## src/rtl/gps_pkg.sv

```systemverilog
package gps_pkg;

  typedef enum logic {
    GPS_IDLE = 1'b0,
    GPS_RUN  = 1'b1
  } gps_state_e;

  // index of the tap one phase behind tap j on a ring of n taps
  function automatic int gps_prev(input int j, input int n);
    return (j + n - 1) % n;
  endfunction

endpackage

```

## src/rtl/gps_start_sync.sv

```systemverilog
module gps_start_sync #(
  parameter int STAGES = 2
) (
  input  logic clk_i,
  input  logic rst_ni,
  input  logic req_i,
  output logic req_o
);
  logic [STAGES-1:0] chain_q;

  always_ff @(posedge clk_i or negedge rst_ni) begin
    if (!rst_ni) chain_q <= '0;
    else         chain_q <= {chain_q[STAGES-2:0], req_i};
  end

  assign req_o = chain_q[STAGES-1];
endmodule

```

## src/rtl/gps_ring.sv

```systemverilog
module gps_ring #(
  parameter  int STAGES = 6,
  localparam int PHASES = 2 * STAGES
) (
  input  logic              clk_i,
  input  logic              rst_ni,
  input  logic              adv_i,
  output logic [PHASES-1:0] tap_o
);
  logic [STAGES-1:0] stg_q;

  // twisted ring: each stage copies its neighbour, the first takes the inverted last
  always_ff @(posedge clk_i or negedge rst_ni) begin
    if (!rst_ni)    stg_q <= '0;
    else if (adv_i) stg_q <= {stg_q[STAGES-2:0], ~stg_q[STAGES-1]};
  end

  // true outputs give the first half of the taps, complements the second half
  assign tap_o = {~stg_q, stg_q};
endmodule

```

## src/rtl/gps_combine.sv

```systemverilog
module gps_combine #(
  parameter int PHASES = 12
) (
  input  logic [PHASES-1:0] tap_i,
  output logic [PHASES-1:0] slot_o
);
  logic [PHASES-1:0] agree;

  for (genvar j = 0; j < PHASES; j++) begin : g_pair
    localparam int PREV = gps_pkg::gps_prev(j, PHASES);
    // neighbouring taps disagree in two slots per period; the leading tap picks one
    assign agree[j]  = tap_i[PREV] ~^ tap_i[j];
    assign slot_o[j] = tap_i[PREV] & ~agree[j];
  end
endmodule

```

## src/rtl/gps_lane.sv

```systemverilog
module gps_lane #(
  parameter  int STAGES = 6,
  localparam int PHASES = 2 * STAGES,
  localparam int LAST   = PHASES - 1
) (
  input  logic              clk_i,
  input  logic              rst_ni,
  input  logic              adv_i,
  input  logic              start_i,
  output logic [PHASES-1:0] gate_o
);
  import gps_pkg::*;

  logic [PHASES-1:0] taps;
  logic [PHASES-1:0] slot;
  gps_state_e        state_q;

  gps_ring #(.STAGES(STAGES)) u_ring (
    .clk_i  (clk_i),
    .rst_ni (rst_ni),
    .adv_i  (adv_i),
    .tap_o  (taps)
  );

  gps_combine #(.PHASES(PHASES)) u_comb (
    .tap_i  (taps),
    .slot_o (slot)
  );

  // run decision is taken only at the wrap from the last slot back to slot 0
  always_ff @(posedge clk_i or negedge rst_ni) begin
    if (!rst_ni) state_q <= GPS_IDLE;
    else if (adv_i && slot[LAST]) state_q <= start_i ? GPS_RUN : GPS_IDLE;
  end

  assign gate_o = (state_q == GPS_RUN) ? slot : '0;
endmodule

```

## src/rtl/gate_pulse_seq.sv

```systemverilog
module gate_pulse_seq #(
  parameter  int LANES       = 2,
  parameter  int RING_STAGES = 6,
  parameter  int SYNC_STAGES = 2,
  localparam int PHASES      = 2 * RING_STAGES,
  localparam int GATES_W     = LANES * PHASES
) (
  input  logic               clk_i,
  input  logic               rst_ni,
  input  logic               start_i,
  input  logic               adv_i,
  output logic [GATES_W-1:0] gate_o
);
  logic start_sync;

  gps_start_sync #(.STAGES(SYNC_STAGES)) u_sync (
    .clk_i  (clk_i),
    .rst_ni (rst_ni),
    .req_i  (start_i),
    .req_o  (start_sync)
  );

  for (genvar l = 0; l < LANES; l++) begin : g_lane
    gps_lane #(.STAGES(RING_STAGES)) u_lane (
      .clk_i   (clk_i),
      .rst_ni  (rst_ni),
      .adv_i   (adv_i),
      .start_i (start_sync),
      .gate_o  (gate_o[l*PHASES +: PHASES])
    );
  end
endmodule

```

## config.mk

```make
export PLATFORM = sky130hd
export DESIGN_NAME = gate_pulse_seq
export DESIGN_NICKNAME = d
export VERILOG_FILES = /design/src/rtl/gps_pkg.sv /design/src/rtl/gps_start_sync.sv /design/src/rtl/gps_ring.sv /design/src/rtl/gps_combine.sv /design/src/rtl/gps_lane.sv /design/src/rtl/gate_pulse_seq.sv
export SDC_FILE = /design/constraint.sdc
export NUM_CORES = 1
export LEC_CHECK = 0
export ABC_AREA = 1
export BUFFER_PORTS_ARGS = -buffer_cell sky130_fd_sc_hd__buf_4
export CAP_MARGIN = 10
export CELL_PAD_IN_SITES_DETAIL_PLACEMENT = 0
export CELL_PAD_IN_SITES_GLOBAL_PLACEMENT = 1
export CORE_MARGIN = 5
export CORE_UTILIZATION = 35
export CTS_BUF_LIST = sky130_fd_sc_hd__clkbuf_8
export DETAILED_ROUTE_END_ITERATION = 10
export PLACE_DENSITY = 0.8
export SLEW_MARGIN = 20
export SYNTH_ARGS = -nofsm -noshare
export SYNTH_HDL_FRONTEND = slang
export SYNTH_HIERARCHICAL = 1
export SYNTH_SLANG_ARGS = --single-unit
export TNS_END_PERCENT = 100
```

## constraint.sdc

```tcl
create_clock -name clk_i -period 1.25 [get_ports clk_i]
set_input_delay 0.125 -clock clk_i [delete_from_list [all_inputs] [get_ports clk_i]]
set_output_delay 0.125 -clock clk_i [all_outputs]
set_load 0.1 [all_outputs]
```

# Word level (Yosys, flattened, before mapping)
# Index checks and enable logic that the tools add are counted.
classes:
  n_addsub: 0
  mul: 0
  div_mod_pow: 0
  magnitude_cmp: 0
  n_eq_ne: 0
  shifts: 0
  n_mux: 3
  bitwise: 76
  n_reduce_logical: 2
op_table:
  columns: ["cell", "count"]
  rows:
  - ["NOT 1 bit", 26]
  - ["bitwise AND 1 bit", 24]
  - ["2-to-1 mux 12 bit", 2]
  - ["bitwise XNOR 1 bit", 24]
  - ["NOT 6 bit", 2]
  - ["logical AND 1 bit", 2]
  - ["2-to-1 mux 1 bit", 1]
word_totals:
  reg_bits: 16
  latch_bits: 0
  ram_bits: 0
  romBits: 0
  word_cells: 86
  memories: 0

# Logic depth before layout (Yosys ltp)
# Gate-level depths: netlist of run 1.
logic_depth:
  word_depth: 5
  depth_mapped: 6
  mapped_depth_nobuf: 6

# Modules after synthesis
# Netlist of run 1, hierarchy kept.
modules_own_cells:
  columns: ["module", "instances", "cells_per_inst", "area_each_um2", "seq_area_each_um2"]
  rows:
  - ["gps_ring", 2, 31, 244.0, 150.1]
  - ["gps_lane", 2, 30, 142.6, 25.0]
  - ["gps_combine", 2, 24, 90.1, 0.0]
  - ["gps_start_sync", 1, 2, 50.0, 50.0]

# Worst setup path after synthesis of run 1
# OpenSTA, ideal clock, no wires.
synth_timing:
  path_type: "register -> output"
  from: "register g_lane[0].u_lane.u_ring.stg_q[4]"
  to: "output gate_o[11]"
  arrival_time_ns: 1.281
  required_time_ns: 1.125
  slack_ns: -0.156
  stages_incl_launch_ff: 6
  cell_sequence: "dfrtp_1 -> inv_1 -> inv_1 -> nor2_1 -> nand2_1 -> inv_1"
synth_between:
  elab_chain_cells: 5
synth_rtl:
  columns: ["item", "line", "source"]
  rows:
  - ["start: declaration", "gps_ring.sv:10", "logic [STAGES-1:0] stg_q;"]
  - ["start signal: assignment", "gps_ring.sv:15", "else if (adv_i) stg_q <= {stg_q[STAGES-2:0], ~stg_q[STAGES-1]};"]
  - ["NOT 6 bit *", "gps_ring.sv:19", "assign tap_o = {~stg_q, stg_q};"]
  - ["named net g_lane[0].u_lane.taps[10]", "gps_lane.sv:14", "logic [PHASES-1:0] taps;"]
  - ["bitwise XNOR 1 bit", "gps_combine.sv:12", "assign agree[j] = tap_i[PREV] ~^ tap_i[j];"]
  - ["NOT 1 bit", "gps_combine.sv:13", "assign slot_o[j] = tap_i[PREV] & ~agree[j];"]
  - ["bitwise AND 1 bit *", "gps_combine.sv:13", null]
  - ["named net g_lane[0].u_lane.slot[11]", "gps_lane.sv:15", "logic [PHASES-1:0] slot;"]
  - ["2-to-1 mux 12 bit *", "gps_lane.sv:36", "assign gate_o = (state_q == GPS_RUN) ? slot : '0;"]
  - ["end: declaration", "gate_pulse_seq.sv:12", "output logic [GATES_W-1:0] gate_o"]
# The timed path passes the listed nets; every way through them passes the cells marked *.

# Worst setup path after layout of run 1
layout_timing:
  from: "register g_lane[0].u_lane.state_q"
  to: "output gate_o[7]"
layout_between:
  elab_chain_cells: 1
layout_rtl:
  columns: ["item", "line", "source"]
  rows:
  - ["start: declaration", "gps_lane.sv:16", "gps_state_e state_q;"]
  - ["start signal: assignment", "gps_lane.sv:33", "else if (adv_i && slot[LAST]) state_q <= start_i ? GPS_RUN : GPS_IDLE;"]
  - ["2-to-1 mux 12 bit", "gps_lane.sv:36", null]
# Every way passes these cells.

==> qor.tcl, run 1 <==
set qor(outcome) {finished with violations}
set qor(violations) {setup timing}
set qor(synth_net_count) 176
set qor(clock_tree_from_tritoncts) {yes}
set qor(yosys.area.top_type_share) 0.399
set qor(detailed_placer_s_ending_hpwl_um) 1520
set qor(synth.yosys.seq_area_share) 0.399
set qor(power_density_nw_per_um2) 1790
set qor(die-height_um) 63.5
set qor(die_area_um2) 4040
set qor(critical_path.max_stage_delay_ns) 0.43
set qor(fin_hold_ws_ns) 0.223
set qor(async_flop_share) 1.00
set qor(final_critical_path_setup_slack_ns) -0.0908
set qor(firstDrtPassIters) 4
set qor(vias) 1003
set qor(synth.area.top_cells) {sky130_fd_sc_hd__dfrtp_1, sky130_fd_sc_hd__nand2_1, sky130_fd_sc_hd__inv_1, sky130_fd_sc_hd__nor2_1, sky130_fd_sc_hd__buf_6}
set qor(cp.arrival_ns) 1.22
set qor(io-pin-count) 28
set qor(highest_layer) {met4}
set qor(met2RoutedLength_um) 1280
set qor(synthesis.area_per_instance_um2) 5.83
set qor(crit_path_start_kind) {flip-flop}
set qor(final.period_utilization) 1.07
set qor(ctsLongestPathBuffers) 2
set qor(antenna_found_initial) 0
set qor(drt-wirelength-per-cell_um) 10.2
set qor(cts_buffers) 3
set qor(comb_power_frac) 0.691
set qor(clk_latency_worst_skew_pair_ns) 0.24
set qor(worstMarginPinSlew_ns) 0.205
set qor(finalSetupTns_ns) -1.19
set qor(gp_routability_congestion) 0.716
set qor(hold_path_startpoint) {adv_i}
set qor(grt_use_total) 0.140
set qor(synth-edff-count) 0
set qor(largest_area_contributor_in_the_netlist) {sky130_fd_sc_hd__dfrtp_1}
set qor(largest_net_degree_at_the_start_of_global_routing) 19
set qor(grt_overflow) 0
set qor(r2r_start) {g_lane[0].u_lane/u_ring/stg_q[4]$_DFFE_PN0P_}
set qor(switching_share) 0.509
set qor(achievable-frequency_ghz) 0.746
set qor(drtIter0Drc) 51
set qor(ant_diodes) 0
set qor(detail_route.wirelength.met1_um) 1180
set qor(routed_wirelength_um) 2570
set qor(switching_power_uw) 1800
set qor(report.final.slew_viol_count) 0
set qor(share_clk_of_total_power) 0.103
set qor(clkSinkCount) 16
set qor(critical_path.cell_chain) {buf_6 > nand2_1 > clkinvlp_4 > buf_12}
set qor(leakage_uw) 0.000968
set qor(drive_above_1_share) 0.575
set qor(netlist_area_um2) 1000
set qor(std_cell_rows) 19
set qor(dp_area_um2) 1340
set qor(synthToLayoutAreaGrowth_pct) 96.6
set qor(worst_setup_path_end_kind) {output port}
set qor(clk_root_buffer_cell) {sky130_fd_sc_hd__clkbuf_8}
set qor(slew_headroom) 0.863
set qor(postSynthCellCount) 172
set qor(critical_path.slowest_cell) {sky130_fd_sc_hd__dfrtp_2}
set qor(report.final.setup_viol) 24
set qor(initial_utilization) 0.364
set qor(cellInternalPower_uw) 1740
set qor(final_std_cell_area_no_fill_um2) 1970
set qor(global_route_wire_length_before_repair_um) 4510
set qor(class_of_the_most_critical_setup_path) {flip-flop to output port}
set qor(drc_violations_left) 0
set qor(core_area_um2) 2760
set qor(timing_hold_violations_final) 0
set qor(fillCellCount) 219
set qor(number_of_global_route_vias_before_repair) 967
set qor(p_seq_frac) 0.206
set qor(portBuffers) 27
set qor(ys_warn_count) 6
set qor(clk_pin_slew_worst_paths_ns) 0.06
set qor(ir_worst_vdd_mv) 1.49
set qor(min-delay-path-class) {primary input to flip-flop}
set qor(viasPerCell) 3.98
set qor(netlist-cell-type-count) 7
set qor(met3_wirelength_um) 99
set qor(crit_fanout) 6
set qor(worst-endpoint-required_ns) 1.12
set qor(setup.worst_path.start) {g_lane[0].u_lane/state_q$_DFFE_PN0P_}
set qor(preCtsSetupSlack_ns) 0.0237
set qor(rsz0062_at_grt) {yes}
set qor(cts_htree_levels) 1
set qor(synth_top_cells_by_count) {sky130_fd_sc_hd__nand2_1, sky130_fd_sc_hd__inv_1, sky130_fd_sc_hd__nor2_1}
set qor(min_period_ns) 1.34
set qor(synth_flop_cell) {sky130_fd_sc_hd__dfrtp_1}
set qor(yosys_register_bits) 16
set qor(chipWidth_um) 63.5
set qor(finClkSkew_ns) 0.00361
set qor(max_cap_violations) 0
set qor(antenna_violating_nets_post_route) 0
set qor(nets) 227
set qor(post-synth-top-count-cell) {sky130_fd_sc_hd__nand2_1}
repair_timing:
action | CTS | global route
setup buffers | 12 | 3
hold endpoints to repair | 17 | 0
pin swaps | 8 | 10
setup endpoints to repair | 24 | 24
resized for setup | 109 | 29
hold buffers | 2 | 0
layer usage:
layer,up-vias,GRT usage
li1,559,-
met2,13,0.225
met5,-,0
met1,429,0.183
met4,0,0.0234
met3,2,0.0480
layout make-up:
cell class / instances / area, um^2 / area share
clock buffer: 3 / 41.3 / 0.0209
inverter: 62 / 323 / 0.164
multi-input combinational: 92 / 468 / 0.237
sequential: 16 / 404 / 0.205
tap: 31 / 38.8 / 0.0197
timing repair buffer: 48 / 698 / 0.354
state kept, by name (all words and copies together), names as in the netlist:
register and flops:
g_lane.u_lane/state_q 2, g_lane.u_lane/u_ring/stg_q 12, u_sync/chain_q 2
final timing paths:
kind,end,slack (ns),cells past startpoint
hold / removal,g_lane[1].u_lane/u_ring/stg_q[4]$_DFFE_PN0P_,0.22,3
setup reg to reg,g_lane[0].u_lane/state_q$_DFFE_PN0P_,0.24,7
max in group asynchronous,g_lane[0].u_lane/u_ring/stg_q[1]$_DFFE_PN0P_,0.78,2
hold reg to reg,u_sync/chain_q[1]$_DFF_PN0_,0.37,0
setup / recovery,gate_o[7],-0.09,4
min in group asynchronous,u_sync/chain_q[1]$_DFF_PN0_,0.27,2
power by group through the flow:
stage                     sequential [uW]  clock, uW  combinational (uW)
after floorplan                       700          0                1350
after global placement                783          0                1500
after detailed placement              785          0                1510
after CTS                             720        378                2350
after global routing                  748        400                2570
final                                 729        362                2440
cells by family (layout without fill, tap and decap cells):
family	count (synthesis)	in the layout	synth area share
AND/OR/NAND/NOR	92	92	0.347
buffers and inverters	64	113	0.254
flip-flops	16	16	0.399
critical path: cells and delay by family (launching register included):
family | cells | cell delay (ns)
buf+inv | 3 | 0.44
flops | 1 | 0.43
simple gates | 1 | 0.11
cell usage in the layout (no fill, tap or decap), drive strengths merged:
master / netlist / layout
nand3: 2 / 2
dfrtp: 16 / 16
nor2: 24 / 24
dlygate4sd3: 0 / 2
buf: 2 / 46
inv: 62 / 38
clkbuf: 0 / 3
clkinvlp: 0 / 24
nand2: 66 / 66
stage by stage:
| stage | total power [uW] | instances | util |
|---|---|---|---|
| 2_1_floorplan | 2050 | 172 | - |
| 3_3_place_gp | 2290 | 232 | 0.487 |
| 3_5_place_dp | 2290 | 232 | 0.487 |
| 4_1_cts | 3440 | 249 | 0.692 |
| 5_1_grt | 3720 | 252 | 0.716 |
| 6_report | 3530 | 252 | 0.716 |
No activity file was read; power rests on OpenSTA's default activity.
==> run 2, diff against run 1 <==
Settings changed: CORE_UTILIZATION 35 to 34, CTS_BUF_LIST sky130_fd_sc_hd__clkbuf_8 to unset, GPL_ROUTABILITY_DRIVEN set to 0, PLACE_DENSITY 0.8 to 0.78.
==> run 2 against run 1 <==
The run still ends with setup timing left. Clock-buffer cell count rose by 1. Highest routed layer unchanged. Register-to-register slack got worse by 0.02 ns. Non-clock buffer count fell by 2. Combinational power fell by 11%. Critical path type unchanged. Largest cell class unchanged. Largest power group unchanged. Clock power fell by 8.8%.
==> qor.tcl, run 2 (same netlist as run 1, synthesis figures left out) <==
set qor(outcome) {finished with violations} ;# unchanged
set qor(violations) {setup timing} ;# unchanged
set qor(clkSinkCount) 16 ;# unchanged
set qor(rsz0062_at_grt) {yes} ;# unchanged
set qor(cts_htree_levels) 1 ;# unchanged
set qor(nets) 225 ;# was 227
set qor(report.final.setup_viol) 24 ;# unchanged
set qor(initial_utilization) 0.361 ;# was 0.364
set qor(grt_use_total) 0.123 ;# was 0.140
set qor(final.period_utilization) 1.14 ;# was 1.07
set qor(leakage_uw) 0.000890 ;# was 0.000968 uW
set qor(critical_path.slowest_cell) {sky130_fd_sc_hd__dfrtp_2} ;# unchanged
set qor(layout.cells.most_common) {sky130_fd_sc_hd__nand2_1} ;# unchanged
set qor(cp.arrival_ns) 1.30 ;# was 1.22 ns
set qor(antenna_found_initial) 0 ;# unchanged
set qor(critPathMostFrequentCell) {sky130_fd_sc_hd__inv_2}
set qor(fin_hold_ws_ns) 0.173 ;# was 0.223 ns
set qor(slew_headroom) 0.850 ;# was 0.863
set qor(final_critical_path_setup_slack_ns) -0.178 ;# was -0.0908 ns
set qor(numPlacedInstances) 232 ;# unchanged
set qor(timing_hold_violations_final) 0 ;# unchanged
set qor(number_of_flip_flops_in_the_largest_register) 12 ;# unchanged
set qor(max_cap_violations) 0 ;# unchanged
set qor(drt-wirelength-per-cell_um) 9.53 ;# was 10.2 um
set qor(class_of_the_most_critical_setup_path) {flip-flop to output port} ;# unchanged
set qor(drive_above_1_share) 0.523 ;# was 0.575
set qor(power_density_nw_per_um2) 1760 ;# was 1790 nW/um^2
set qor(std_cell_rows) 19 ;# unchanged
set qor(fillCellCount) 258 ;# was 219
set qor(worst-endpoint-required_ns) 1.12 ;# about the same
set qor(worst_setup_path_end_kind) {output port} ;# unchanged
set qor(critical_path.max_stage_delay_ns) 0.46 ;# was 0.43 ns
set qor(largest_net_degree_at_the_start_of_global_routing) 19 ;# unchanged
set qor(worstMarginPinSlew_ns) 0.225 ;# was 0.205 ns
set qor(report.final.slew_viol_count) 0 ;# unchanged
set qor(synthToLayoutAreaGrowth_pct) 85.4 ;# was 96.6%
set qor(global_route_wire_length_before_repair_um) 4150 ;# was 4510 um
set qor(critical_path.cell_chain) {inv_2 > inv_2 > nor2_1 > nand2_1 > clkinvlp_4 > buf_12} ;# was buf_6 > nand2_1 > clkinvlp_4 > buf_12
set qor(clk_latency_worst_skew_pair_ns) 0.28 ;# was 0.24 ns
set qor(io-pin-count) 28 ;# unchanged
set qor(clk_root_buffer_cell) {sky130_fd_sc_hd__clkbuf_4} ;# was sky130_fd_sc_hd__clkbuf_8
set qor(drtIter0Drc) 22 ;# was 51
set qor(die-height_um) 64.3 ;# was 63.5 um
set qor(antenna_violating_nets_post_route) 0 ;# unchanged
set qor(core_area_um2) 2780 ;# was 2760 um^2
set qor(portBuffers) 27 ;# unchanged
set qor(top_regs) {g_lane.u_lane/u_ring/stg_q x12, g_lane.u_lane/state_q x2, u_sync/chain_q x2} ;# unchanged
set qor(min-delay-path-class) {primary input to flip-flop} ;# unchanged
set qor(achievable-frequency_ghz) 0.700 ;# was 0.746 GHz
set qor(detailed_placer_s_ending_hpwl_um) 1620 ;# was 1520 um
set qor(crit_path_start_kind) {flip-flop} ;# unchanged
set qor(min_period_ns) 1.43 ;# was 1.34 ns
set qor(finalSetupTns_ns) -2.64 ;# was -1.19 ns
set qor(clock_tree_from_tritoncts) {yes} ;# unchanged
set qor(chipWidth_um) 64.3 ;# was 63.5 um
set qor(finClkSkew_ns) 0.00609 ;# was 0.00361 ns
set qor(vias) 1031 ;# was 1,003
set qor(cts_buffers) 3 ;# unchanged
set qor(final-instance-count-excl-fill) 251 ;# was 252
set qor(crit_fanout) 4 ;# was 6
set qor(preCtsSetupSlack_ns) -0.0177 ;# was 0.0237 ns
set qor(die_area_um2) 4140 ;# was 4040 um^2
set qor(ir_worst_vdd_mv) 1.29 ;# was 1.49 mV
set qor(clk_pin_slew_worst_paths_ns) 0.09 ;# was 0.06 ns
set qor(ctsLongestPathBuffers) 2 ;# unchanged
set qor(largest_register) {g_lane.u_lane/u_ring/stg_q} ;# unchanged
set qor(drc_violations_left) 0 ;# unchanged
set qor(grt_overflow) 0 ;# unchanged
set qor(firstDrtPassIters) 4 ;# unchanged
set qor(layout.cells.most_common_list) {sky130_fd_sc_hd__nand2_1, sky130_fd_sc_hd__inv_2, sky130_fd_sc_hd__clkinvlp_4, sky130_fd_sc_hd__buf_12, sky130_fd_sc_hd__nor2_1} ;# was sky130_fd_sc_hd__nand2_1, sky130_fd_sc_hd__buf_12, sky130_fd_sc_hd__clkinvlp_4
set qor(number_of_global_route_vias_before_repair) 966 ;# was 967
set qor(ant_diodes) 0 ;# unchanged
set qor(routed_wirelength_um) 2390 ;# was 2570 um
set qor(viasPerCell) 4.11 ;# was 3.98
set qor(finalPower_uw) 3270 ;# was 3530 uW
-- run 2: cell types whose count changed in the layout (fill, tap and decap cells not counted), sizes merged --
| cell | previous run | this run |
|---|---|---|
| buf | 46 | 44 |
| clkbuf | 3 | 4 |
-- run 2: final timing paths --
path                                                         startpoint                                      endpoint  slack [ns]  depth (start not counted)
hold reg to reg                             u_sync/chain_q[0]$_DFF_PN0_                   u_sync/chain_q[1]$_DFF_PN0_        0.36                          0
min in group asynchronous                                        rst_ni  g_lane[0].u_lane/u_ring/stg_q[1]$_DFFE_PN0P_        0.23                          2
setup / recovery           g_lane[0].u_lane/u_ring/stg_q[5]$_DFFE_PN0P_                                     gate_o[0]       -0.18                          6
setup reg to reg           g_lane[1].u_lane/u_ring/stg_q[4]$_DFFE_PN0P_          g_lane[1].u_lane/state_q$_DFFE_PN0P_        0.22                          7
hold / removal                                                    adv_i  g_lane[0].u_lane/u_ring/stg_q[1]$_DFFE_PN0P_        0.17                          3
max in group asynchronous                                        rst_ni  g_lane[0].u_lane/u_ring/stg_q[0]$_DFFE_PN0P_        0.82                          2
-- run 2: report_power, final --
| part | leakage [uW] | total [uW] | internal (uW) | switching [uW] |
|---|---|---|---|---|
| clock network | 0.0000210 | 330 | 177 | 153 |
| logic | 0.000678 | 2180 | 785 | 1390 |
| registers | 0.000191 | 760 | 616 | 145 |
-- run 2: worst max-delay path: cells and delay by family, from the launching register on --
family	cells	cell delay [ns]
AND/OR/NAND/NOR	2	0.16
buffers and inverters	4	0.40
flip-flops	1	0.46
-- run 2: cell type report --
type / instances / area (um^2) / share of cell area
Multi-Input combinational cell: 92 / 390 / 0.210
Timing Repair Buffer: 46 / 666 / 0.358
Inverter: 62 / 323 / 0.174
Clock buffer: 4 / 36.3 / 0.0195
Tap cell: 31 / 38.8 / 0.0208
Sequential cell: 16 / 407 / 0.219
-- run 2: what timing repair did --
item / CTS / global route
resized for setup: 90 / 31
endpoints found under the setup margin: 24 / 24
hold buffers: 2 / 0
setup buffers: 10 / 3
pin swaps: 11 / 5
endpoints found under the hold margin: 17 / 0
-- run 2: stage by stage --
| stage | cell area, um^2 | utilization |
|---|---|---|
| after floorplan | 1090 | - |
| after global placement | 1340 | 0.483 |
| after detailed placement | 1340 | 0.483 |
| after CTS | 1800 | 0.646 |
| after global routing | 1860 | 0.669 |
| final | 1860 | 0.669 |
-- run 2: metal layers --
layer / routed length [um] / vias up / track usage
met4: 10 / 0 / 0.0229
met5: 0 / - / 0
met1: 1230 / 457 / 0.169
li1: - / 556 / -
met3: 88 / 2 / 0.0333
met2: 1070 / 16 / 0.195
==> run 3, diff against run 2 <==
Settings changed: ABC_AREA 1 to 0, CORE_UTILIZATION 34 to 36, PLACE_DENSITY 0.78 to 0.77.
==> run 3 against run 2 <==
The run still ends with setup timing left. Synthesized cell count down 37%. Cell count decreased by 29%. Clock power rose by 2%. Utilization increased by 0.13 points. Register-to-register slack worse by 0.12 ns. Sequential power is 4.9% higher. Global-route usage shrank 0.19 points. Wire length shrank 12%. Flip-flop and latch count did not move. Final area fell by 12%. Synthesized area down 8.0%. Maximum frequency is 2.1% higher.
==> qor.tcl, run 3 <==
set qor(outcome) {finished with violations} ;# unchanged
set qor(violations) {setup timing} ;# unchanged
set qor(timing_hold_violations_final) 0 ;# unchanged
set qor(largest_net_degree_at_the_start_of_global_routing) 27 ;# was 19
set qor(preCtsSetupSlack_ns) 0.0202 ;# was -0.0177 ns
set qor(drt-wirelength-per-cell_um) 11.9 ;# was 9.53 um
set qor(drc_violations_left) 0 ;# unchanged
set qor(area.sequential_um2) 404 ;# was 407 um^2
set qor(postSynthCellCount) 108 ;# was 172
set qor(finClkSkew_ns) 0.00732 ;# was 0.00609 ns
set qor(ir_worst_vdd_mv) 1.07 ;# was 1.29 mV
set qor(clock_tree_from_tritoncts) {yes} ;# unchanged
set qor(yosys_register_bits) 16 ;# unchanged
set qor(layout.cells.most_common_list) {sky130_fd_sc_hd__buf_12, sky130_fd_sc_hd__nor2b_1, sky130_fd_sc_hd__and2_4} ;# was sky130_fd_sc_hd__nand2_1, sky130_fd_sc_hd__inv_2, sky130_fd_sc_hd__clkinvlp_4, sky130_fd_sc_hd__buf_12, sky130_fd_sc_hd__nor2_1
set qor(max_cap_violations) 0 ;# unchanged
set qor(clk_root_buffer_cell) {sky130_fd_sc_hd__clkbuf_4} ;# unchanged
set qor(netlist-cell-type-count) 13 ;# was 7
set qor(worst_setup_path_end_kind) {output port} ;# unchanged
set qor(synth_top_cells_by_count) {sky130_fd_sc_hd__nor2b_1, sky130_fd_sc_hd__and2_1, sky130_fd_sc_hd__dfrtp_1} ;# was sky130_fd_sc_hd__nand2_1, sky130_fd_sc_hd__inv_1, sky130_fd_sc_hd__nor2_1
set qor(post-synth-top-count-cell) {sky130_fd_sc_hd__nor2b_1} ;# was sky130_fd_sc_hd__nand2_1
set qor(synth.area.top_cells) {sky130_fd_sc_hd__dfrtp_1, sky130_fd_sc_hd__nor2b_1, sky130_fd_sc_hd__and2_1, sky130_fd_sc_hd__inv_1, sky130_fd_sc_hd__nand2_1} ;# was sky130_fd_sc_hd__dfrtp_1, sky130_fd_sc_hd__nand2_1, sky130_fd_sc_hd__inv_1, sky130_fd_sc_hd__nor2_1, sky130_fd_sc_hd__buf_6
set qor(critical_path.slowest_cell) {sky130_fd_sc_hd__dfrtp_1} ;# was sky130_fd_sc_hd__dfrtp_2
set qor(cp.arrival_ns) 1.27 ;# was 1.30 ns
set qor(worst-endpoint-required_ns) 1.12 ;# about the same
set qor(setup.worst_path.start) {g_lane[1].u_lane/u_ring/stg_q[4]$_DFFE_PN0P_} ;# was g_lane[0].u_lane/u_ring/stg_q[5]$_DFFE_PN0P_
set qor(min-delay-path-class) {primary input to flip-flop} ;# unchanged
set qor(power_density_nw_per_um2) 2050 ;# was 1760 nW/um^2
set qor(number_of_global_route_vias_before_repair) 747 ;# was 966
set qor(final_critical_path_setup_slack_ns) -0.149 ;# was -0.178 ns
set qor(report.final.setup_viol) 24 ;# unchanged
set qor(fin_hold_ws_ns) 0.199 ;# was 0.173 ns
set qor(detailed_placer_s_ending_hpwl_um) 1370 ;# was 1620 um
set qor(vias) 767 ;# was 1,031
set qor(nets) 152 ;# was 225
set qor(chipWidth_um) 60.6 ;# was 64.3 um
set qor(fillCellCount) 192 ;# was 258
set qor(p_seq_frac) 0.236 ;# was 0.233
set qor(critical_path.max_stage_delay_ns) 0.43 ;# was 0.46 ns
set qor(largest_area_contributor_in_the_netlist) {sky130_fd_sc_hd__dfrtp_1} ;# unchanged
set qor(async_flop_share) 1.00 ;# unchanged
set qor(ctsLongestPathBuffers) 2 ;# unchanged
set qor(comb_power_frac) 0.664 ;# was 0.666
set qor(viasPerCell) 4.33 ;# was 4.11
set qor(finalPower_uw) 3370 ;# was 3270 uW
set qor(largest_register) {g_lane.u_lane/u_ring/stg_q} ;# unchanged
set qor(antenna_found_initial) 0 ;# unchanged
set qor(grt_overflow) 0 ;# unchanged
set qor(initial_utilization) 0.376 ;# was 0.361
set qor(layout.cells.most_common) {sky130_fd_sc_hd__buf_12} ;# was sky130_fd_sc_hd__nand2_1
set qor(cts_buffers) 3 ;# unchanged
set qor(clk_pin_slew_worst_paths_ns) 0.10 ;# was 0.09 ns
set qor(rsz0062_at_grt) {yes} ;# unchanged
set qor(top_regs) {g_lane.u_lane/u_ring/stg_q x12, g_lane.u_lane/state_q x2, u_sync/chain_q x2} ;# unchanged
set qor(synth.yosys.seq_area_share) 0.434 ;# was 0.399
set qor(io-pin-count) 28 ;# unchanged
set qor(critical_path.cell_chain) {inv_2 > nor2b_4 > and2_4 > buf_12} ;# was inv_2 > inv_2 > nor2_1 > nand2_1 > clkinvlp_4 > buf_12
set qor(clkSinkCount) 16 ;# unchanged
set qor(switching_share) 0.499 ;# was 0.517
set qor(class_of_the_most_critical_setup_path) {flip-flop to output port} ;# unchanged
set qor(hold_path_startpoint) {adv_i} ;# unchanged
set qor(switching_power_uw) 1680 ;# was 1690 uW
set qor(leakage_uw) 0.000762 ;# was 0.000890 uW
set qor(synth_flop_cell) {sky130_fd_sc_hd__dfrtp_1} ;# unchanged
set qor(grt_use_total) 0.121 ;# was 0.123
set qor(achievable-frequency_ghz) 0.715 ;# was 0.700 GHz
set qor(cts_htree_levels) 1 ;# unchanged
set qor(ant_diodes) 0 ;# unchanged
set qor(synth-edff-count) 0 ;# unchanged
set qor(portBuffers) 27 ;# unchanged
set qor(number_of_flip_flops_in_the_largest_register) 12 ;# unchanged
set qor(drtIter0Drc) 22 ;# unchanged
set qor(report.final.slew_viol_count) 0 ;# unchanged
set qor(routed_wirelength_um) 2100 ;# was 2390 um
set qor(firstDrtPassIters) 4 ;# unchanged
set qor(crit_buf_inv) 2 ;# was 4
set qor(slew_headroom) 0.844 ;# was 0.850
set qor(std_cell_rows) 18 ;# was 19
set qor(synth_net_count) 112 ;# was 176
set qor(yosys.area.top_type_share) 0.434 ;# was 0.399
set qor(drive_above_1_share) 0.599 ;# was 0.523
set qor(synthToLayoutAreaGrowth_pct) 78.2 ;# was 85.4%
set qor(share_clk_of_total_power) 0.100 ;# was 0.101
set qor(cellInternalPower_uw) 1690 ;# was 1580 uW
set qor(cpLargestDelayFamily) {flip-flops} ;# unchanged
set qor(clk_latency_worst_skew_pair_ns) 0.28 ;# about the same
set qor(final.period_utilization) 1.12 ;# was 1.14
set qor(worstMarginPinSlew_ns) 0.234 ;# was 0.225 ns
set qor(r2r_start) {g_lane[1].u_lane/u_ring/stg_q[4]$_DFFE_PN0P_} ;# unchanged
set qor(crit_path_start_kind) {flip-flop} ;# unchanged
set qor(core_area_um2) 2450 ;# was 2780 um^2
set qor(antenna_violating_nets_post_route) 0 ;# unchanged
set qor(global_route_wire_length_before_repair_um) 3460 ;# was 4150 um
set qor(multi_input_comb_area_um2) 524 ;# was 390 um^2
set qor(die_area_um2) 3680 ;# was 4140 um^2
set qor(crit_fanout) 4 ;# unchanged
set qor(final_std_cell_area_no_fill_um2) 1650 ;# was 1860 um^2
set qor(dp_area_um2) 1160 ;# was 1340 um^2
set qor(die-height_um) 60.6 ;# was 64.3 um
set qor(synthesis.area_per_instance_um2) 8.55 ;# was 5.83 um^2
set qor(netlist_area_um2) 923 ;# was 1000 um^2
set qor(min_period_ns) 1.40 ;# was 1.43 ns
set qor(ys_warn_count) 6 ;# unchanged
run 3: path summary, 6_finish.rpt:
check	end	slack, ns	depth (start not counted)
max in group asynchronous	g_lane[0].u_lane/u_ring/stg_q[0]$_DFFE_PN0P_	0.82	2
min in group asynchronous	g_lane[1].u_lane/u_ring/stg_q[3]$_DFFE_PN0P_	0.22	2
worst max-delay path	gate_o[23]	-0.15	4
worst min register to register	u_sync/chain_q[1]$_DFF_PN0_	0.36	0
worst min-delay path	g_lane[1].u_lane/u_ring/stg_q[5]$_DFFE_PN0P_	0.20	2
worst max register to register	g_lane[1].u_lane/state_q$_DFFE_PN0P_	0.10	4
run 3: cell families after synthesis:
family / after synthesis / synth area share
muxes: 2 / 0.0325
AOI/OAI and AO/OA: 12 / 0.0650
buffers and inverters: 16 / 0.0840
DFF: 16 / 0.434
and+or+nand+nor: 62 / 0.385
run 3: power groups by stage:
stage                     sequential (uW)  combinational [uW]  clock (uW)
after floorplan                       685                1440           0
after global placement                769                1630           0
after detailed placement              769                1640           0
after CTS                             788                2180         349
after global routing                  825                2310         381
final                                 797                2240         337
run 3: layer usage:
metal	GRT usage	share of wire	up-vias	wire length, um
met5	0	0	-	0
met4	0.0186	0	0	0
met3	0.0234	0.043	0	90
met2	0.189	0.48	16	1000
met1	0.178	0.48	347	1010
li1	-	-	404	-
run 3: what timing repair did:
item | 4_1_cts | 5_1_grt
gates cloned | 0 | 0
hold buffers | 2 | 0
setup endpoints to repair | 24 | 24
buffers inserted | 6 | 4
resized for setup | 101 | 9
endpoints found under the hold margin | 17 | 0
run 3: cell type report:
type / count / share of cell area
Sequential cell: 16 / 0.246
Timing Repair Buffer: 39 / 0.363
Clock buffer: 4 / 0.0221
Tap cell: 30 / 0.0228
Multi-Input combinational cell: 76 / 0.319
Inverter: 12 / 0.0274
run 3: metrics by stage:
step                setup TNS, ns  std cells   util
finish                      -2.34        177  0.670
global route                -4.13        177  0.670
CTS                         -2.52        173  0.648
detailed placement              0        161  0.472
global placement          -0.0574        161  0.472
floorplan                       0        108      -
